[config.mk]
export PLATFORM = sky130hd
export DESIGN_NAME = nmi_edge_latch
export DESIGN_NICKNAME = d
export VERILOG_FILES = /design/src/rtl/nmi_edge_latch_pkg.sv /design/src/rtl/nmi_edge_latch_dp.sv /design/src/rtl/nmi_edge_latch_ctl.sv /design/src/rtl/nmi_edge_latch.sv
export SDC_FILE = /design/constraint.sdc
export NUM_CORES = 1
export LEC_CHECK = 0
export CAP_MARGIN = 20
export CORE_AREA = 2 2 39 41
export DETAILED_ROUTE_END_ITERATION = 6
export DIE_AREA = 0 0 41 43
export PLACE_DENSITY_LB_ADDON = 0.05
export SYNTH_ARGS = -nofsm -noshare
export SYNTH_HDL_FRONTEND = slang
export SYNTH_SLANG_ARGS = --single-unit
[constraint.sdc]
create_clock -name clk -period 1.17 [get_ports clk]
set_input_delay 0.351 -clock clk [delete_from_list [all_inputs] [get_ports clk]]
set_output_delay 0.351 -clock clk [all_outputs]
set_load 0.005 [all_outputs]
[src/rtl/nmi_edge_latch_pkg.sv]
package nmi_edge_latch_pkg;

  localparam logic EDGE_RISING  = 1'b1;
  localparam logic EDGE_FALLING = 1'b0;

  // Strobes from control to datapath, one cycle each
  typedef struct packed {
    logic setLatch;
    logic clrLatch;
    logic loadRead;
    logic setPend;
    logic clrPend;
  } latchStrobe_t;

endpackage

[src/rtl/nmi_edge_latch_dp.sv]
module nmi_edge_latch_dp
  import nmi_edge_latch_pkg::*;
#(
  parameter int SYNC_STAGES = 2
) (
  input  logic         clk,
  input  logic         rstN,
  input  logic         pinRaw,
  input  logic         enable,
  input  latchStrobe_t strobe,
  output logic         pinNow,
  output logic         pinPrev,
  output logic         primed,
  output logic         reqNow,
  output logic         reqPrev,
  output logic         latchQ,
  output logic         latchRd,
  output logic         pendQ
);

  localparam int PRIME_CNT = SYNC_STAGES + 1;
  localparam int CNT_W     = $clog2(PRIME_CNT + 1);

  logic [SYNC_STAGES-1:0] syncQ;
  logic                   prevQ;
  logic [CNT_W-1:0]       primeCnt;

  // Synchroniser chain, one flop per stage
  for (genvar i = 0; i < SYNC_STAGES; i++) begin : g_sync
    if (i == 0) begin : g_first
      always_ff @(posedge clk or negedge rstN) begin
        if (!rstN) syncQ[0] <= 1'b0;
        else       syncQ[0] <= pinRaw;
      end
    end else begin : g_rest
      always_ff @(posedge clk or negedge rstN) begin
        if (!rstN) syncQ[i] <= 1'b0;
        else       syncQ[i] <= syncQ[i-1];
      end
    end
  end

  always_ff @(posedge clk or negedge rstN) begin
    if (!rstN) prevQ <= 1'b0;
    else       prevQ <= syncQ[SYNC_STAGES-1];
  end

  // Edge detection stays blind until the chain holds real pin samples
  always_ff @(posedge clk or negedge rstN) begin
    if (!rstN)                             primeCnt <= '0;
    else if (primeCnt != CNT_W'(PRIME_CNT)) primeCnt <= primeCnt + 1'b1;
  end

  assign primed  = (primeCnt == CNT_W'(PRIME_CNT));
  assign pinNow  = syncQ[SYNC_STAGES-1];
  assign pinPrev = prevQ;

  // Capture latch: set has priority over clear
  always_ff @(posedge clk or negedge rstN) begin
    if (!rstN)                latchQ <= 1'b0;
    else if (strobe.setLatch) latchQ <= 1'b1;
    else if (strobe.clrLatch) latchQ <= 1'b0;
  end

  assign reqNow = ~(latchQ & enable);

  always_ff @(posedge clk or negedge rstN) begin
    if (!rstN) reqPrev <= 1'b1;
    else       reqPrev <= reqNow;
  end

  // Interrupt-side pending state, ended only by the acknowledge
  always_ff @(posedge clk or negedge rstN) begin
    if (!rstN)               pendQ <= 1'b0;
    else if (strobe.setPend) pendQ <= 1'b1;
    else if (strobe.clrPend) pendQ <= 1'b0;
  end

  always_ff @(posedge clk or negedge rstN) begin
    if (!rstN)                latchRd <= 1'b0;
    else if (strobe.loadRead) latchRd <= latchQ;
  end

endmodule

[src/rtl/nmi_edge_latch_ctl.sv]
module nmi_edge_latch_ctl
  import nmi_edge_latch_pkg::*;
(
  input  logic         pinNow,
  input  logic         pinPrev,
  input  logic         primed,
  input  logic         edgeSel,
  input  logic         enable,
  input  logic         swClear,
  input  logic         readStrobe,
  input  logic         nmiAck,
  input  logic         reqNow,
  input  logic         reqPrev,
  output latchStrobe_t strobe
);

  logic riseSeen;
  logic fallSeen;
  logic edgeHit;

  // Only pin samples are compared, so an edgeSel change alone sets nothing
  assign riseSeen = pinNow & ~pinPrev;
  assign fallSeen = ~pinNow & pinPrev;
  assign edgeHit  = primed & enable &
                    ((edgeSel == EDGE_RISING) ? riseSeen : fallSeen);

  always_comb begin
    strobe          = '0;
    strobe.setLatch = edgeHit;
    strobe.clrLatch = swClear;
    strobe.loadRead = readStrobe;
    strobe.setPend  = reqPrev & ~reqNow;
    strobe.clrPend  = nmiAck;
  end

endmodule

[src/rtl/nmi_edge_latch.sv]
module nmi_edge_latch
  import nmi_edge_latch_pkg::*;
#(
  parameter int SYNC_STAGES = 2
) (
  input  logic clk,
  input  logic rstN,
  input  logic pinRaw,
  input  logic edgeSel,
  input  logic enable,
  input  logic swClear,
  input  logic readStrobe,
  input  logic nmiAck,
  output logic reqN,
  output logic latchRd,
  output logic nmiPending
);

  latchStrobe_t strobe;
  logic pinNow, pinPrev, primed, reqNow, reqPrev, latchQ;

  nmi_edge_latch_ctl u_ctl (
    .pinNow     (pinNow),
    .pinPrev    (pinPrev),
    .primed     (primed),
    .edgeSel    (edgeSel),
    .enable     (enable),
    .swClear    (swClear),
    .readStrobe (readStrobe),
    .nmiAck     (nmiAck),
    .reqNow     (reqNow),
    .reqPrev    (reqPrev),
    .strobe     (strobe)
  );

  nmi_edge_latch_dp #(.SYNC_STAGES(SYNC_STAGES)) u_dp (
    .clk     (clk),
    .rstN    (rstN),
    .pinRaw  (pinRaw),
    .enable  (enable),
    .strobe  (strobe),
    .pinNow  (pinNow),
    .pinPrev (pinPrev),
    .primed  (primed),
    .reqNow  (reqNow),
    .reqPrev (reqPrev),
    .latchQ  (latchQ),
    .latchRd (latchRd),
    .pendQ   (nmiPending)
  );

  assign reqN = reqNow;

endmodule

==> impl_metrics.csv <==
group,metric,value,unit
status,status,"finished clean",
synthesis,synth_top_area_share,0.606,
grt,grt_use_total,0.0864,
power,share_comb_of_total_power,0.129,
floorplan,design.die.area,0.00176,sq mm
power,p_leak,0.240,nW
worst_setup_path,worstSetupPathType,"reg -> out",
placed_design,dp_slack,-0.538,ns
layout,final.fill_count,140,
power,power_density,1270,mW/mm^2
floorplan,placementRows,14,
grt,grt_antenna_before_repair,0,
synthesis,synth_fp_nets,32,
layout,synthToLayoutAreaGrowth,57.6,%
clocking,clock_tree.root_cell,"sky130_fd_sc_hd__clkbuf_4",
run,drv.max_cap_violation_count,0,
detailed_routing,routed_wirelength_normalized_by_instance_count,9.67,microns
worst_hold_path,hold_path.class,"reg -> reg",
detailed_routing,totalWireLength,590,microns
clocking,max_h_tree_level,1,
placed_design,port_buffers,10,
power,switching_share,0.217,
floorplan,floorplan.die.width,41,microns
timing,skew,0.000243,ns
clocking,clk_transition_reported_paths,0.06,ns
power,net-switching-power,0.000144,W
synthesis,synth_cell_area,330,sq um
synthesis,synth_top_cell_by_area,"sky130_fd_sc_hd__dfrtp_1",
floorplan,fp.dieH,43,microns
synthesis,post_synth_xor_area_fraction,0.0265,
timing,hold_viol,0,
worst_hold_path,cell_depth_of_the_worst_hold_path,0,
power,p_int,0.000518,W
detailed_routing,drt_pass1_iterations,2,
detailed_routing,route.detailed.vias_per_inst,4.03,
placed_design,postPlaceCellArea,480,sq um
clocking,tritoncts,"done",
floorplan,floorplan.core_area,0.00138,sq mm
synthesis,synth.yosys.warnings,0,
synthesis,avgSynthCellArea,14.4,sq um
timing,rsz0062_at_grt,"true",
clocking,max-clock-path-buffers,2,
power,power.clock.fraction,0.360,
floorplan,pin_count,11,
grt,pin_count_of_the_biggest_net_entering_global_routing,10,
timing,period_minus_slack,1.16,ns
timing,tightest_slew,0.161,ns
grt,first_global_vias,250,
synthesis,commonest_register_cell_after_synthesis,"sky130_fd_sc_hd__dfrtp_1",
synthesis,synthAdderAreaFrac,0.0379,
synthesis,synthTopCellsByCount,"sky130_fd_sc_hd__dfrtp_1 (8), sky130_fd_sc_hd__inv_1 (2), sky130_fd_sc_hd__nand2_1 (2)",
worst_setup_path,worst-r2r-cell-count,2,
detailed_routing,dr.first_iter.drc_count,2,
timing,setup-violations-final,0,
clocking,number_of_sinks_handled_by_clock_tree_synthesis,9,
timing,worst_setup_slack_after_layout,0.0102,ns
synthesis,synth-edff-count,0,
grt,grt_pass1_wl,938,microns
worst_setup_path,setup.worst_path.end_class,"output port",
synthesis,post-synth-top-count-cell,"sky130_fd_sc_hd__dfrtp_1",
synthesis,synth.lib_cells_used.distinct,14,
detailed_routing,vias,246,
worst_setup_path,worst_ep_required_time,0.82,ns
synthesis,async_set_or_reset_flop_fraction_in_the_synthesized_netlist,1.00,
layout,insertedDiodeCount,0,
clocking,clk-insertion-delay-late,0.26,ns
synthesis,synth_cells,23,
worst_setup_path,timing.critical_path.arrival,0.81,ns
timing,post-route-period-util,0.991,
detailed_routing,route.antenna.remaining_nets,0,
clocking,cts-buffers-inserted,3,
grt,grt.overflow.total,0,
timing,fmaxAchievable,0.862,GHz
clocking,cts_hold_repair.buffers,0,
layout,drive_above_1_share,0.400,
synthesis,dominant_combinational_cell_family_by_area_after_synthesis,"simple AND/OR/NAND/NOR gates",
power,pwr-share-seq,0.511,
layout,num-nets-final,55,
timing,timing_max_transition_violations_final,0,
synthesis,mux_share_of_post_synthesis_cell_area,0.0795,
worst_setup_path,largest_fanout_on_the_critical_path,2,
placed_design,detailed_place_hpwl,411,microns
synthesis,synth_top_cells_by_area,"sky130_fd_sc_hd__dfrtp_1 (61%), sky130_fd_sc_hd__dfstp_2 (8.0%), sky130_fd_sc_hd__mux2_4 (4.5%)",
floorplan,initial_utilization,0.239,
synthesis,synth_compound_gate_area_share,0.0682,
synthesis,synth-seq-area-share,0.686,
synthesis,yosys.area_share.simple,0.0795,
worst_setup_path,startpoint_type,"register",
placed_design,place.gp.congestion,0.557,
layout,stdcell_area,520,sq um
synthesis,synth.ff_latch_count,9,
timing,slew_headroom,0.893,
detailed_routing,drc_errors,0,
power,power.ir.vdd_worst,0.422,mV
-- power groups by stage --
stage	clock (W)	sequential, W	combinational, W
after floorplan	0	0.000345	0.0000188
after global placement	0	0.000343	0.0000851
after detailed placement	0	0.000344	0.0000861
after CTS	0.000249	0.000338	0.0000890
after global routing	0.000267	0.000339	0.0000939
final	0.000238	0.000338	0.0000853
-- registers in the layout (all words and copies together) (netlist names) --
name,flops
u_dp.syncQ,1
u_dp.pinPrev,1
u_dp.primeCnt,2
u_dp.latchQ,1
u_dp.pinNow,1
u_dp.pendQ,1
u_dp.reqPrev,1
u_dp.latchRd,1
-- final timing paths --
path	to	slack, ns	startpoint
min in group asynchronous	u_dp.latchRd$_DFFE_PN0P_	0.38	rstN
worst min register to register	u_dp.pinNow$_DFF_PN0_	0.36	u_dp.syncQ[0]$_DFF_PN0_
worst max-delay path	reqN	0.01	u_dp.latchQ$_DFFE_PN0P_
worst min-delay path	u_dp.pinNow$_DFF_PN0_	0.36	u_dp.syncQ[0]$_DFF_PN0_
max in group asynchronous	u_dp.reqPrev$_DFF_PN1_	0.58	rstN
worst max register to register	u_dp.primeCnt[1]$_DFFE_PN0P_	0.10	u_dp.primeCnt[0]$_DFFE_PN0P_
-- through the flow --
| stage | std cells | TNS [ns] | util | power [W] | hold slack (ns) |
|---|---|---|---|---|---|
| final | 61 | 0 | 0.376 | 0.000661 | 0.361 |
| after global routing | 61 | -0.0379 | 0.376 | 0.000700 | 0.368 |
| after CTS | 62 | -0.0121 | 0.382 | 0.000677 | 0.362 |
| after detailed placement | 53 | -0.744 | 0.347 | 0.000430 | 0.337 |
| after global placement | 53 | -0.716 | 0.347 | 0.000429 | 0.339 |
| after floorplan | 23 | 0 | - | 0.000364 | 0.0554 |
-- cell families (layout without fill, tap and decap cells) --
logic type,after synthesis,after routing
xor gates and xnor gates,1,1
adders and majority gates,1,1
muxes,2,2
buffers and inverters,2,24
DFF,9,9
AOI/OAI and AO/OA,3,3
and+or+nand+nor,5,5
-- timing repair --
action	in CTS	in global routing
pin swaps	1	1
gates resized for setup	13	0
setup endpoints to repair	3	2
setup buffers	5	0
-- worst max-delay path, stage by stage (launching register included) --
cell,delay [ns]
sky130_fd_sc_hd__dfrtp_1,0.37
sky130_fd_sc_hd__nand2_1,0.07
sky130_fd_sc_hd__buf_2,0.11
-- cells in the final DEF (no fill, tap or decap), types with 2 or more instances in the layout --
| master | count |
|---|---|
| sky130_fd_sc_hd__buf_2 | 3 |
| sky130_fd_sc_hd__nand2_1 | 2 |
| sky130_fd_sc_hd__clkdlybuf4s50_1 | 6 |
| sky130_fd_sc_hd__dfrtp_1 | 8 |
| sky130_fd_sc_hd__buf_4 | 8 |
| sky130_fd_sc_hd__clkbuf_4 | 3 |
| sky130_fd_sc_hd__inv_1 | 2 |
-- area by class of cell --
type / instances / area, sq um / share of cell area
clock buffers: 4 / 26.3 / 0.0505
repair buffers: 18 / 144 / 0.276
flip-flops and latches: 9 / 226 / 0.435
inverters: 2 / 7.51 / 0.0144
multi-input cells: 12 / 96.3 / 0.185
well taps: 16 / 20.0 / 0.0385
-- per-layer routing --
metal	wire (microns)	share of wire	up-vias	global-route usage
met2	261	0.44	9	0.125
met5	0	0	-	0
met3	62	0.11	0	0.0314
met1	265	0.45	116	0.0903
li1	-	-	121	-
met4	0	0	0	0.0800
Note: power is estimated with default switching activity, not from simulation.
